### src/rtl/dtc_pkg.sv
package dtc_pkg;
  typedef enum logic [1:0] {
    ST_IDLE = 2'd0,
    ST_RUN  = 2'd1,
    ST_PWDN = 2'd2
  } dtc_state_e;
endpackage

### src/rtl/dtc_ctrl_src.sv
module dtc_ctrl_src #(
  parameter int RATE_W = 3
) (
  input  logic              clk_i,
  input  logic              rst_ni,
  input  logic              hw_mode_i,
  input  logic [RATE_W-1:0] rate_pin_i,
  input  logic              pwdn_pin_i,
  input  logic              cfg_we_i,
  input  logic [RATE_W-1:0] cfg_rate_i,
  input  logic              cfg_pwdn_i,
  output logic [RATE_W-1:0] rate_o,
  output logic              pwdn_o
);
  logic [RATE_W-1:0] cfg_rate_q;
  logic              cfg_pwdn_q;

  always_ff @(posedge clk_i or negedge rst_ni) begin
    if (!rst_ni) begin
      cfg_rate_q <= '0;
      cfg_pwdn_q <= 1'b0;
    end else if (cfg_we_i) begin
      cfg_rate_q <= cfg_rate_i;
      cfg_pwdn_q <= cfg_pwdn_i;
    end
  end

  assign rate_o = hw_mode_i ? rate_pin_i : cfg_rate_q;
  assign pwdn_o = hw_mode_i ? pwdn_pin_i : cfg_pwdn_q;
endmodule

### src/rtl/dtc_sync_edge.sv
module dtc_sync_edge (
  input  logic clk_i,
  input  logic rst_ni,
  input  logic sync_i,
  output logic rise_o
);
  logic sync_q;

  // reset to 1: a level held through reset is not an edge
  always_ff @(posedge clk_i or negedge rst_ni) begin
    if (!rst_ni) sync_q <= 1'b1;
    else         sync_q <= sync_i;
  end

  assign rise_o = sync_i & ~sync_q;
endmodule

### src/rtl/dtc_period_cnt.sv
module dtc_period_cnt #(
  parameter int BASE_CYCLES = 256,
  parameter int NUM_RATES   = 7,
  parameter int RATE_W      = 3
) (
  input  logic              clk_i,
  input  logic              rst_ni,
  input  logic              load_i,
  input  logic              run_i,
  input  logic [RATE_W-1:0] rate_i,
  output logic              tick_o
);
  localparam int CNT_W = $clog2(BASE_CYCLES) + NUM_RATES - 1;
  localparam logic [RATE_W-1:0] MAX_CODE = RATE_W'(NUM_RATES - 1);

  logic [RATE_W-1:0] rate_q, sel;
  logic [CNT_W-1:0]  cnt_q, last_w;

  always_comb begin
    sel    = (rate_q > MAX_CODE) ? MAX_CODE : rate_q;
    last_w = CNT_W'((BASE_CYCLES << sel) - 1);
  end

  always_ff @(posedge clk_i or negedge rst_ni) begin
    if (!rst_ni) begin
      cnt_q  <= '0;
      rate_q <= '0;
    end else if (load_i) begin
      cnt_q  <= '0;
      rate_q <= rate_i;
    end else if (run_i) begin
      cnt_q <= (cnt_q == last_w) ? '0 : cnt_q + 1'b1;
    end
  end

  assign tick_o = run_i & (cnt_q == last_w);
endmodule

### src/rtl/dec_timing_ctrl.sv
module dec_timing_ctrl
  import dtc_pkg::*;
#(
  parameter int BASE_CYCLES = 256,
  parameter int NUM_RATES   = 7,
  parameter int RATE_W      = 3
) (
  input  logic              clk_i,
  input  logic              rst_ni,
  input  logic              hw_mode_i,
  input  logic [RATE_W-1:0] rate_pin_i,
  input  logic              pwdn_pin_i,
  input  logic              cfg_we_i,
  input  logic [RATE_W-1:0] cfg_rate_i,
  input  logic              cfg_pwdn_i,
  input  logic              sync_i,
  output logic              msync_o,
  output logic              drdy_o,
  output logic [1:0]        state_o
);
  dtc_state_e        state_q;
  logic [RATE_W-1:0] rate_eff;
  logic              pwdn_eff, sync_rise, accept, tick;
  logic              msync_q, drdy_q;

  dtc_ctrl_src #(.RATE_W(RATE_W)) u_src (
    .clk_i, .rst_ni, .hw_mode_i, .rate_pin_i, .pwdn_pin_i,
    .cfg_we_i, .cfg_rate_i, .cfg_pwdn_i,
    .rate_o (rate_eff),
    .pwdn_o (pwdn_eff)
  );

  dtc_sync_edge u_edge (
    .clk_i, .rst_ni, .sync_i,
    .rise_o (sync_rise)
  );

  assign accept = sync_rise & ~pwdn_eff & (state_q != ST_PWDN);

  dtc_period_cnt #(
    .BASE_CYCLES(BASE_CYCLES), .NUM_RATES(NUM_RATES), .RATE_W(RATE_W)
  ) u_cnt (
    .clk_i, .rst_ni,
    .load_i (accept | pwdn_eff),
    .run_i  ((state_q == ST_RUN) & ~pwdn_eff),
    .rate_i (rate_eff),
    .tick_o (tick)
  );

  always_ff @(posedge clk_i or negedge rst_ni) begin
    if (!rst_ni) begin
      state_q <= ST_IDLE;
      msync_q <= 1'b0;
      drdy_q  <= 1'b0;
    end else begin
      if (pwdn_eff)                state_q <= ST_PWDN;
      else if (state_q == ST_PWDN) state_q <= ST_IDLE;
      else if (accept)             state_q <= ST_RUN;
      msync_q <= accept;
      drdy_q  <= tick & ~accept;  // resync drops the old boundary
    end
  end

  assign msync_o = msync_q;
  assign drdy_o  = drdy_q;
  assign state_o = state_q;
endmodule

### config.mk
export PLATFORM = sky130hd
export DESIGN_NAME = dec_timing_ctrl
export DESIGN_NICKNAME = d
export VERILOG_FILES = /design/src/rtl/dtc_pkg.sv /design/src/rtl/dtc_ctrl_src.sv /design/src/rtl/dtc_sync_edge.sv /design/src/rtl/dtc_period_cnt.sv /design/src/rtl/dec_timing_ctrl.sv
export SDC_FILE = /design/constraint.sdc
export NUM_CORES = 1
export LEC_CHECK = 0
export BUFFER_PORTS_ARGS = -buffer_cell sky130_fd_sc_hd__clkbuf_2
export CORE_MARGIN = 4
export CORE_UTILIZATION = 61
export DETAILED_ROUTE_END_ITERATION = 6
export GPL_TIMING_DRIVEN = 1
export PLACE_DENSITY = 0.95
export SLEW_MARGIN = 30
export SYNTH_ARGS = -nofsm -noshare
export SYNTH_HDL_FRONTEND = slang
export SYNTH_SLANG_ARGS = --single-unit
### constraint.sdc
create_clock -name clk_i -period 4.22 [get_ports clk_i]
set_input_delay 0.422 -clock clk_i [delete_from_list [all_inputs] [get_ports clk_i]]
set_output_delay 0.422 -clock clk_i [all_outputs]
set_load 0.05 [all_outputs]
# Word-level counts from Yosys, hierarchy flattened
# Cells that the tools add are included.
# classes
order_cmp	1
muxes	9
eq_ne	4
reduce_logical	2
add_sub_neg	2
n_shift	1
n_bitwise	10
# ops
cell	count
$mux W14	3
$add A14 B1 Y14 const B	1
$eq A14 B14 Y1	1
$shl A9 B3 Y14 const A	1
$sub A14 B2 Y14 const B	1
$and A1 B1 Y1	6
$mux W2	3
$mux W3	2
$gt A3 B3 Y1 const B	1
$not A1 Y1	3
$reduce_bool A3 Y1	1
$eq A2 B1 Y1 const B	1
$eq A2 B2 Y1 const B	1
$ne A2 B2 Y1 const B	1
$reduce_bool A2 Y1	1
$mux W1	1
$or A1 B1 Y1	1
# totals
regBits	26

# Depth between registers and ports, before layout
# Gate-level depths: netlist of the first run.
# depth
word_depth	8
mapped_depth	7
ltp_nobuf	5

# Modules after synthesis
# A second synthesis of the first run with hierarchy kept.
# unflattened
cells_unflattened	139
area_unflattened_um2	1405.1
# by_module_without_submodules
mod	n_inst	area_each_um2	cells_per_inst
dtc_period_cnt	1	1007.2	111
dtc_ctrl_src	1	190.2	12
dec_timing_ctrl	1	167.7	14
dtc_sync_edge	1	40.0	2

# Worst setup path before layout of the first run
# OpenSTA, ideal clock, no wires.
# synth_timing
path_kind	reg2reg
startpoint	reg state_q[0] (netlist: state_o[0])
endpoint	reg u_cnt.cnt_q[12]
path_stages_with_launch	6
arrival_time_ns	1.641
setup_slack_ns	2.460
required_time_ns	4.102
n_path_buf	0
cell_sequence	dfrtp_1 -> and2b_2 -> nand4_2 -> or3b_1 -> xor2_1 -> nor2_1
# synth_between
elab_chain_cells	4
word_cells_on_any_way	7
classes_between	eq/ne (2); mux (1); bitwise (3); reduce/logical (1)
# synth_lines
element	line_no	rtl
start: declaration	dec_timing_ctrl.sv:21	dtc_state_e state_q;
start signal: assignment	dec_timing_ctrl.sv:52	state_q <= ST_IDLE;
start signal: assignment	dec_timing_ctrl.sv:56	if (pwdn_eff) state_q <= ST_PWDN;
start signal: assignment	dec_timing_ctrl.sv:57	else if (state_q == ST_PWDN) state_q <= ST_IDLE;
$ne A2 B2 Y1	dec_timing_ctrl.sv:38	assign accept = sync_rise & ~pwdn_eff & (state_q != ST_PWDN);
$and A1 B1 Y1	dec_timing_ctrl.sv:38	
$or A1 B1 Y1	dec_timing_ctrl.sv:44	.load_i (accept | pwdn_eff),
$mux W14 or $reduce_bool A2 Y1 (tied branches)	--	
end signal: assignment	dtc_period_cnt.sv:32	cnt_q <= (cnt_q == last_w) ? '0 : cnt_q + 1'b1;
end: declaration	dtc_period_cnt.sv:17	logic [CNT_W-1:0] cnt_q, last_w;
# Several ways; a longest one is shown, not always the timed one.
# A chain may end at the register's enable or synchronous reset.

# Worst setup path in the final report of the first run
# layout_timing
startpoint	reg u_src.cfg_pwdn_q
endpoint	reg u_cnt.cnt_q[5]
# layout_between
elab_chain_cells	6
word_cells_on_any_way	8
classes_between	mux (2); bitwise (5); reduce/logical (1)
# layout_lines
element	line_no	rtl
start: declaration	dtc_ctrl_src.sv:16	logic cfg_pwdn_q;
start signal: assignment	dtc_ctrl_src.sv:24	cfg_pwdn_q <= cfg_pwdn_i;
$mux W1 *	dtc_ctrl_src.sv:29	assign pwdn_o = hw_mode_i ? pwdn_pin_i : cfg_pwdn_q;
$not A1 Y1	dec_timing_ctrl.sv:38, dec_timing_ctrl.sv:45	
$and A1 B1 Y1 (2 in series)	dec_timing_ctrl.sv:38	
$or A1 B1 Y1	dec_timing_ctrl.sv:44	
$mux W14 or $reduce_bool A2 Y1 (tied branches)	--	
# Every way passes the cells marked *; elsewhere a longest branch is shown, timed or not.

==> flow_summary.yaml, run 1 <==
sta:
  max_freq_ghz: 0.527
  hold_viol: 0
  setup_tns_ns: 0
  period_needed_ns: 1.90
  tightest_slew_ns: 0.628
  hold_slack_ns: 0.0877
  fin_crit_sh_pct: 45.0
  finalClockSkew_ns: 0.0126
  slew_headroom_pct: 58.2
  slew_viol_final: 0
  setup_viol: 0
  rsz0062_at_grt: "no"
synthesis:
  yosysTopAreaCell: "dfrtp_1"
  synthArstFlopShare_pct: 100
  ys_ff_latch: 26
  synth-edff-count: 0
  syn-num-nets: 150
  yosysUniqueCellTypes: 40
  avgSynthCellArea_um2: 10.2
  synth_ff_type: "dfrtp_1"
  synth_top_area_share_pct: 45.0
  yosysSeqAreaShare_pct: 46.9
  yosysWarningCount: 0
  syn_inst: 136
  synth_area_leaders: "dfrtp_1 45%, nor2_1 5.7%, xnor2_1 5.7%"
  syn-cell-area_um2: 1390
floorplan:
  core_area_um2: 2190
  die_x_um: 55.7
  dieHeight_um: 55.7
  start_util_pct: 63.4
  num_rows: 17
  pin_count: 17
  die-area_um2: 3100
power_and_ir_drop:
  pwr-share-clk_pct: 25.8
  peakVddDrop_v: 0.000208
  p_seq_share_pct: 59.0
  p_switching_uw: 133
  p_comb_share_pct: 15.3
  leakagePower_nw: 0.635
  p_int_uw: 341
  p_per_area_nw_per_um2: 319
  p_sw_share_pct: 28.1
final_layout:
  syn_to_final_growth_pct: 7.30
  num_antenna_cells: 0
  drive_above_1_share_pct: 20.8
  n_fill_cell: 156
  multiInputGateArea_um2: 676
  fin_cells: 177
  fin_area_um2: 1490
  register_area_um2: 652
  nets: 164
placement:
  post-dp-hpwl_um: 1920
  dpl.cell_count: 173
  post_dp_cell_area_um2: 1450
  io_buffers: 16
  gp_congestion: 0.880
clocking:
  root_buffer: "clkbuf_4"
  ctsResizeCount: 0
  clk_pin_slew_ns: 0.14
  clockBufferDepth: 2
  h-tree-depth: 1
  postCtsHoldBufs: 0
  cts_tree: "yes"
  cts_made_buffers: 3
  post_cts_buffers: 0
  cts_num_sinks: 26
  clock_latency_ns: 0.32
setup_path:
  path_class: "flip-flop to flip-flop"
  critPathMaxFanout: 12
  arrival_ns: 2.09
  crit_path_start_kind: "flip-flop"
  regToRegSetupSlack_ns: 2.32
  worstSetupEndpointType: "flip-flop"
  required_ns: 4.41
global_routing:
  grt_overflow: 0
  antenna_found_initial: 0
  grtUsageTotal_pct: 18.5
  grt_pass1_wl_um: 4680
  grt_max_degree: 27
  grt_pass1_vias: 1002
routing:
  drcViolationCount: 0
  ant_nets: 0
  avgRoutedWirePerCell_um: 14.8
  m1WireLength_um: 1250
  dr.pass1.iters: 4
  vias_per_cell: 5.80
  routed.top_layer: "met4"
  vias: 1026
  dr_wl_met2_um: 1290
  dr_wl_met3_um: 37
  drt_wl_total_um: 2620
  drt_iter0_markers: 43
hold_path:
  hold_class: "input port to async pin"
run_status:
  outcome: "finished, final reports clean"
job:
  max_cap_viol_count: 0
==> per-stage QoR <==
| step | util (%) | setup slack (ns) | power, mW |
|---|---|---|---|
| 2_1_floorplan | - | 2.46 | 0.341 |
| 3_3_place_gp | 66.4 | 2.21 | 0.352 |
| 3_5_place_dp | 66.4 | 2.05 | 0.357 |
| 4_1_cts | 68.0 | 2.34 | 0.479 |
| 5_1_grt | 68.0 | 2.13 | 0.503 |
| 6_report | 68.0 | 2.32 | 0.475 |
==> sequential cells by signal, indices dropped and copies added, names as in the netlist <==
name	cells
u_cnt.cnt_q	14
drdy_o	1
u_edge.sync_q	1
u_src.cfg_pwdn_q	1
state_o	2
u_cnt.rate_q	3
u_src.cfg_rate_q	3
msync_o	1
==> metal layers <==
metal	track usage [%]	vias up
met1	25.1	506
met5	0	-
li1	-	507
met4	6.60	0
met3	2.32	4
met2	30.2	9
==> final cells by class <==
| cell class | instances | share of cell area [%] |
|---|---|---|
| multi-input combinational | 100 | 45.3 |
| timing repair buffer | 16 | 5.37 |
| clock buffer | 4 | 2.43 |
| inverter | 3 | 0.756 |
| sequential | 26 | 43.7 |
| tap | 28 | 2.35 |
==> power by group through the flow <==
| stage | Clock (mW) | Sequential, mW | Combinational [mW] |
|---|---|---|---|
| after global routing | 0.141 | 0.282 | 0.0794 |
| final | 0.122 | 0.280 | 0.0725 |
| after detailed placement | 0 | 0.285 | 0.0721 |
| after CTS | 0.127 | 0.280 | 0.0726 |
| after floorplan | 0 | 0.283 | 0.0580 |
| after global placement | 0 | 0.283 | 0.0693 |
==> critical path: stages, from the launching register on <==
cell and delay (ns):
dfrtp_1 0.43, mux2i_4 0.35, nand2_1 0.22, a2111oi_2 0.28
a31o_1 0.41, nor2_1 0.10
==> cells in the mapped netlist, types with 3 or more instances <==
master	n
nor2_1	21
nand3_1	8
mux2i_1	3
mux2_2	4
xor2_1	5
a21oi_1	5
nand2_1	11
a211oi_1	4
dfrtp_1	25
xnor2_1	9
nand4_1	4
inv_1	3
==> path summary, 6_finish.rpt <==
kind | start | end | depth (start not counted)
setup / recovery | u_src.cfg_pwdn_q | u_cnt.cnt_q[5] | 5
hold / removal | rst_ni | u_cnt.cnt_q[2] | 1
setup reg to reg | u_src.cfg_pwdn_q | u_cnt.cnt_q[5] | 5
hold reg to reg | u_src.cfg_rate_q[0] | u_src.cfg_rate_q[0] | 1
max in group asynchronous | rst_ni | u_cnt.cnt_q[4] | 1
min in group clk_i | sync_i | u_edge.sync_q | 1
==> cell families after synthesis <==
logic type	after synthesis	synth area share (%)
compound gates	20	11.4
xor+xnor	14	8.83
buf+inv	10	4.41
simple gates	57	20.5
mux	8	7.03
fa+ha+maj	1	0.901
flops	26	46.9
==> cell usage in the layout, fill, tap and decap left out, types with 2 or more instances in the layout <==
cell,instances
and4_1,2
mux2i_1,3
nand4_1,4
xnor2_1,9
clkbuf_4,3
a21oi_1,5
mux2_2,4
nand3_1,8
a211oi_1,4
xor2_1,5
a2111oi_2,2
clkbuf_2,16
inv_1,3
dfrtp_1,25
nor2_1,21
nand2_1,11
nor3_1,2
Power figures use the tool's default switching activity.
==> run 2: changes to the inputs <==
--- a/config.mk
+++ b/config.mk
@@ -7,10 +7,10 @@
 export LEC_CHECK = 0
 export BUFFER_PORTS_ARGS = -buffer_cell sky130_fd_sc_hd__clkbuf_2
 export CORE_MARGIN = 4
-export CORE_UTILIZATION = 61
+export CORE_UTILIZATION = 56
 export DETAILED_ROUTE_END_ITERATION = 6
 export GPL_TIMING_DRIVEN = 1
-export PLACE_DENSITY = 0.95
+export PLACE_DENSITY = 0.89
 export SLEW_MARGIN = 30
 export SYNTH_ARGS = -nofsm -noshare
 export SYNTH_HDL_FRONTEND = slang
==> constraint.sdc (replaced) <==
create_clock -name clk_i -period 1.95 [get_ports clk_i]
set_input_delay 0.195 -clock clk_i [delete_from_list [all_inputs] [get_ports clk_i]]
set_output_delay 0.195 -clock clk_i [all_outputs]
set_load 0.05 [all_outputs]
==> run 2 against run 1 <==
Effect of this change:
- cell area increased by 3.4%
- sequential share of layout area is 1.5 points lower
- total power increased by 140%
- register-to-register slack lost 2.1 ns
- flip-flop and latch count unchanged
- critical path type unchanged
- critical endpoint is now u_cnt.cnt_q[3]
==> flow_summary.yaml, run 2 (same netlist as run 1, synthesis figures left out) <==
run_status:
  outcome: "finished, final reports clean"
sta:
  fin_crit_sh_pct: 90.6
  rsz0062_at_grt: "no"
  slew_viol_final: 0
  worst_slack_ns: 0.184
  period_needed_ns: 1.77
  finalClockSkew_ns: 0.0117
  tightest_slew_ns: 0.622
  max_freq_ghz: 0.566
  slew_headroom_pct: 58.5
  setup_tns_ns: 0
  setup_viol: 0
  hold_viol: 0
  hold_slack_ns: 0.103
global_routing:
  grt_pass1_vias: 1092
  grtUsageMet1_pct: 24.2
  grtUsageTotal_pct: 18.5
  antenna_found_initial: 0
  grt_pass1_wl_um: 4880
  grt_overflow: 0
  grt_use_met2_pct: 31.3
  grt_max_degree: 27
  grt_use_met3_pct: 3.12
  grt-busiest-layer: "met2"
routing:
  drcViolationCount: 0
  ant_nets: 0
  dr.pass1.iters: 4
  avgRoutedWirePerCell_um: 14.4
  drt_wl_total_um: 2600
  drt_iter0_markers: 41
  vias: 1063
  vias_per_cell: 5.87
clocking:
  cts_made_buffers: 3
  h-tree-depth: 1
  root_buffer: "clkbuf_4"
  ctsResizeCount: 0
  cts_tree: "yes"
  clk_pin_slew_ns: 0.14
  cts_num_sinks: 26
  clockBufferDepth: 2
  clock_latency_ns: 0.31
final_layout:
  n_fill_cell: 177
  num_antenna_cells: 0
  fin_cells: 181
  final_cell_mix: "25 x dfrtp_1, 21 x nor2_1, 16 x clkbuf_2"
  syn_to_final_growth_pct: 11.0
  drive_above_1_share_pct: 21.6
  regMostFlops: "u_cnt.cnt_q"
  top_regs: "u_cnt.cnt_q (14), u_cnt.rate_q (3), u_src.cfg_rate_q (3)"
  nets: 168
  largest_reg_flops: 14
  final_common_cell: "dfrtp_1"
setup_path:
  worstSetupEndpointType: "flip-flop"
  crit_chain: "ha_1, nand3_1, a2111oi_2, a31o_1, nor2_1"
  path_class: "flip-flop to flip-flop"
  crit_path_start_kind: "flip-flop"
  critPathMaxFanout: 10
  critical_path_buf_inv_count: 0
  required_ns: 2.14
  crit_path_max_incr_delay_ns: 0.43
  crit_family: "compound AO/OA/AOI/OAI gates"
  cp_slowest_cell: "dfrtp_1"
  arrival_ns: 1.96
floorplan:
  die-area_um2: 3340
  pin_count: 17
  start_util_pct: 61.0
  core_area_um2: 2280
  num_rows: 17
  die_x_um: 57.8
  dieHeight_um: 57.8
placement:
  io_buffers: 16
  post-dp-hpwl_um: 1980
  pre_cts_slack_ns: 0.201
  gp_congestion: 0.860
  dpl.cell_count: 175
hold_path:
  hold_class: "input port to flip-flop"
power_and_ir_drop:
  p_per_area_nw_per_um2: 734
  leakagePower_nw: 0.660
  peakVddDrop_v: 0.000527
job:
  max_cap_viol_count: 0
==> run 2: timing repair <==
action,in CTS,in global routing
hold buffers,2,0
endpoints found under the hold margin,26,0
buffers inserted,0,0
==> run 2: final timing paths <==
path | start | to | slack (ns) | cells after the start
setup / recovery | u_cnt.cnt_q[0] | u_cnt.cnt_q[3] | 0.18 | 5
hold / removal | cfg_pwdn_i | u_src.cfg_pwdn_q | 0.10 | 2
setup reg to reg | u_cnt.cnt_q[0] | u_cnt.cnt_q[3] | 0.18 | 5
hold reg to reg | u_src.cfg_rate_q[0] | u_src.cfg_rate_q[0] | 0.53 | 1
max in group asynchronous | rst_ni | drdy_o | 1.13 | 2
min in group asynchronous | rst_ni | u_cnt.cnt_q[4] | 0.41 | 2
==> run 2: final cells by class <==
class | count | area (um^2) | share of cell area, %
Clock buffer | 3 | 22.5 | 1.46
Multi-Input combinational cell | 100 | 676 | 43.8
Clock inverter | 1 | 30.0 | 1.95
Tap cell | 28 | 35.0 | 2.27
Inverter | 3 | 11.3 | 0.731
Sequential cell | 26 | 652 | 42.3
Timing Repair Buffer | 20 | 115 | 7.47
==> run 2: through the flow <==
stage          area [um^2]  utilization [%]  power [mW]
6_report              1540             67.7        1.13
5_1_grt               1540             67.7        1.19
4_1_cts               1540             67.7        1.14
3_5_place_dp          1470             64.5       0.778
3_3_place_gp          1470             64.5       0.770
2_1_floorplan         1390                -       0.739
==> run 2: routing by layer <==
| metal | routed length [um] | share of wire [%] |
|---|---|---|
| met1 | 1150 | 44 |
| met3 | 77 | 3.0 |
| met4 | 23 | 0.89 |
| met2 | 1350 | 52 |
| met5 | 0 | 0 |
==> run 2: where the power goes <==
part	leakage [nW]	switching (mW)	total, mW	internal [mW]
clock	0.0279	0.152	0.359	0.208
sequential	0.339	0.0382	0.605	0.567
combinational	0.293	0.101	0.167	0.0660
total	0.660	0.290	1.13	0.841
==> run 2: worst reg2reg max path, stage by stage (launching register included) <==
cell and delay (ns):
dfrtp_1 0.43, ha_1 0.23, nand3_1 0.14, a2111oi_2 0.35
a31o_1 0.40, nor2_1 0.10
==> run 3: changes to the inputs <==
--- a/config.mk
+++ b/config.mk
@@ -7,10 +7,10 @@
 export LEC_CHECK = 0
 export BUFFER_PORTS_ARGS = -buffer_cell sky130_fd_sc_hd__clkbuf_2
 export CORE_MARGIN = 4
-export CORE_UTILIZATION = 56
+export CORE_UTILIZATION = 54
 export DETAILED_ROUTE_END_ITERATION = 6
 export GPL_TIMING_DRIVEN = 1
-export PLACE_DENSITY = 0.89
+export PLACE_DENSITY = 0.87
 export SLEW_MARGIN = 30
 export SYNTH_ARGS = -nofsm -noshare
 export SYNTH_HDL_FRONTEND = slang
==> run 3 against run 2 <==
Effect of this change:
- sequential share of layout area increased by 0.38 points
- clock skew decreased by 0.0094 ns
- core utilization decreased by 5.5 points
- cell count increased by 1.1%
- non-clock buffer count unchanged
- clock power decreased by 23%
- maximum frequency increased by 2.2%
- register-to-register slack improved by 0.04 ns
- combinational power increased by 2%
- global-route usage decreased by 0.61 points
- critical endpoint is now u_cnt.cnt_q[5]
- largest cell class unchanged
- largest power group unchanged
==> flow_summary.yaml, run 3 (same netlist as run 1, synthesis figures left out) <==
run_status:
  outcome: "finished, final reports clean"
setup_path:
  arrival_ns: 1.96
  crit_path_max_incr_delay_ns: 0.44
  critPathMaxFanout: 10
  worstSetupEndpoint: "u_cnt.cnt_q[5]"
  startpoint: "u_cnt.cnt_q[0]"
  worstSetupEndpointType: "flip-flop"
  regToRegSetupSlack_ns: 0.22
  reg2reg_from: "u_cnt.cnt_q[0]"
  crit_path_start_kind: "flip-flop"
  path_class: "flip-flop to flip-flop"
  crit_chain: "ha_1, nand3_1, a2111oi_2, a31o_2, nor2_1"
  cp_slowest_cell: "dfrtp_1"
  required_ns: 2.18
  ff2ff_path_depth: 5
  worstReg2RegEnd: "u_cnt.cnt_q[5]"
sta:
  hold_slack_ns: 0.0863
  rsz0062_at_grt: "no"
  setup_viol: 0
  finalClockSkew_ns: 0.00226
  fin_crit_sh_pct: 88.6
  setup_tns_ns: 0
  period_needed_ns: 1.73
  slew_headroom_pct: 57.7
  hold_viol: 0
  slew_viol_final: 0
  max_freq_ghz: 0.579
  tightest_slew_ns: 0.634
  worst_slack_ns: 0.222
final_layout:
  drive_above_1_share_pct: 22.2
  largest_reg_flops: 14
  final_cell_mix: "25 x dfrtp_1, 21 x nor2_1, 16 x clkbuf_2"
  fin_area_um2: 1530
  num_antenna_cells: 0
  final_util_pct: 62.2
  regMostFlops: "u_cnt.cnt_q"
  final_common_cell: "dfrtp_1"
  fin_cells: 183
  top_regs: "u_cnt.cnt_q (14), u_cnt.rate_q (3), u_src.cfg_rate_q (3)"
  nets: 168
  syn_to_final_growth_pct: 10.0
routing:
  avgRoutedWirePerCell_um: 15.2
  vias: 1056
  drt_wl_total_um: 2780
  vias_per_cell: 5.77
  dr.pass1.iters: 4
  drt_iter0_markers: 27
  ant_nets: 0
  drcViolationCount: 0
job:
  max_cap_viol_count: 0
clocking:
  cts_num_sinks: 26
  cts_tree: "yes"
  clock_latency_ns: 0.33
  h-tree-depth: 1
  post_cts_buffers: 0
  clk_pin_slew_ns: 0.13
  clockBufferDepth: 2
  cts_made_buffers: 3
  root_buffer: "clkbuf_4"
placement:
  gp_congestion: 0.847
  pre_cts_slack_ns: 0.141
  post_dp_cell_area_um2: 1470
  io_buffers: 16
  dpl.cell_count: 177
  post-dp-hpwl_um: 2090
floorplan:
  core_area_um2: 2450
  dieHeight_um: 58.7
  start_util_pct: 56.6
  die-area_um2: 3450
  die_x_um: 58.7
  pin_count: 17
  num_rows: 18
hold_path:
  hold_class: "input port to flip-flop"
power_and_ir_drop:
  leakagePower_nw: 0.654
  p_per_area_nw_per_um2: 688
  peakVddDrop_v: 0.000551
  p_total_mw: 1.05
global_routing:
  grt_pass1_wl_um: 4640
  grt_overflow: 0
  grtUsageTotal_pct: 17.8
  grt_pass1_vias: 1005
  grt_max_degree: 27
  antenna_found_initial: 0
run 3: changes by cell type in the layout (fill, tap and decap cells not counted), sizes merged:
cell	before	now
bufinv	1	0
clkbuf	19	20
run 3: cell type report:
class,count,area (um^2)
clock buffer,4,36.3
timing repair buffer,20,115
fill,209,927
tap,30,37.5
multi-input combinational,100,676
inverter,3,11.3
sequential,26,652
run 3: worst max-delay path, delay by kind of cell (launching register included):
kind / cells / cell delay, ns
compound gates: 2 / 0.70
flops: 1 / 0.44
fa+ha+maj: 1 / 0.24
simple gates: 2 / 0.24
run 3: report_power, final:
| part | switching [mW] | total (mW) | internal (mW) |
|---|---|---|---|
| registers | 0.0374 | 0.604 | 0.567 |
| clock network | 0.161 | 0.276 | 0.115 |
| logic | 0.105 | 0.171 | 0.0666 |
run 3: worst min path at each step:
stage	startpoint	depth (start not counted)	slack, ns	endpoint
floorplan	rst_ni	0	-0.10	drdy_o
global placement	rst_ni	1	0.23	state_o[0]
detailed placement	rst_ni	1	0.25	u_cnt.cnt_q[1]
CTS	cfg_rate_i[1]	2	0.08	u_src.cfg_rate_q[1]
global route	cfg_rate_i[0]	2	0.08	u_src.cfg_rate_q[0]
finish	cfg_pwdn_i	2	0.09	u_src.cfg_pwdn_q
run 3: routing by layer:
layer	share of wire (%)	track usage (%)	up-vias
met3	1.9	2.85	8
met5	0	0	-
met4	2.3	8.09	0
li1	-	-	522
met1	45	24.2	514
met2	51	28.2	12
run 3: repair_timing:
action,4_1_cts,5_1_grt
hold buffers,2,0
endpoints found under the hold margin,26,0
gates resized for setup,0,1
endpoints found under the setup margin,0,10
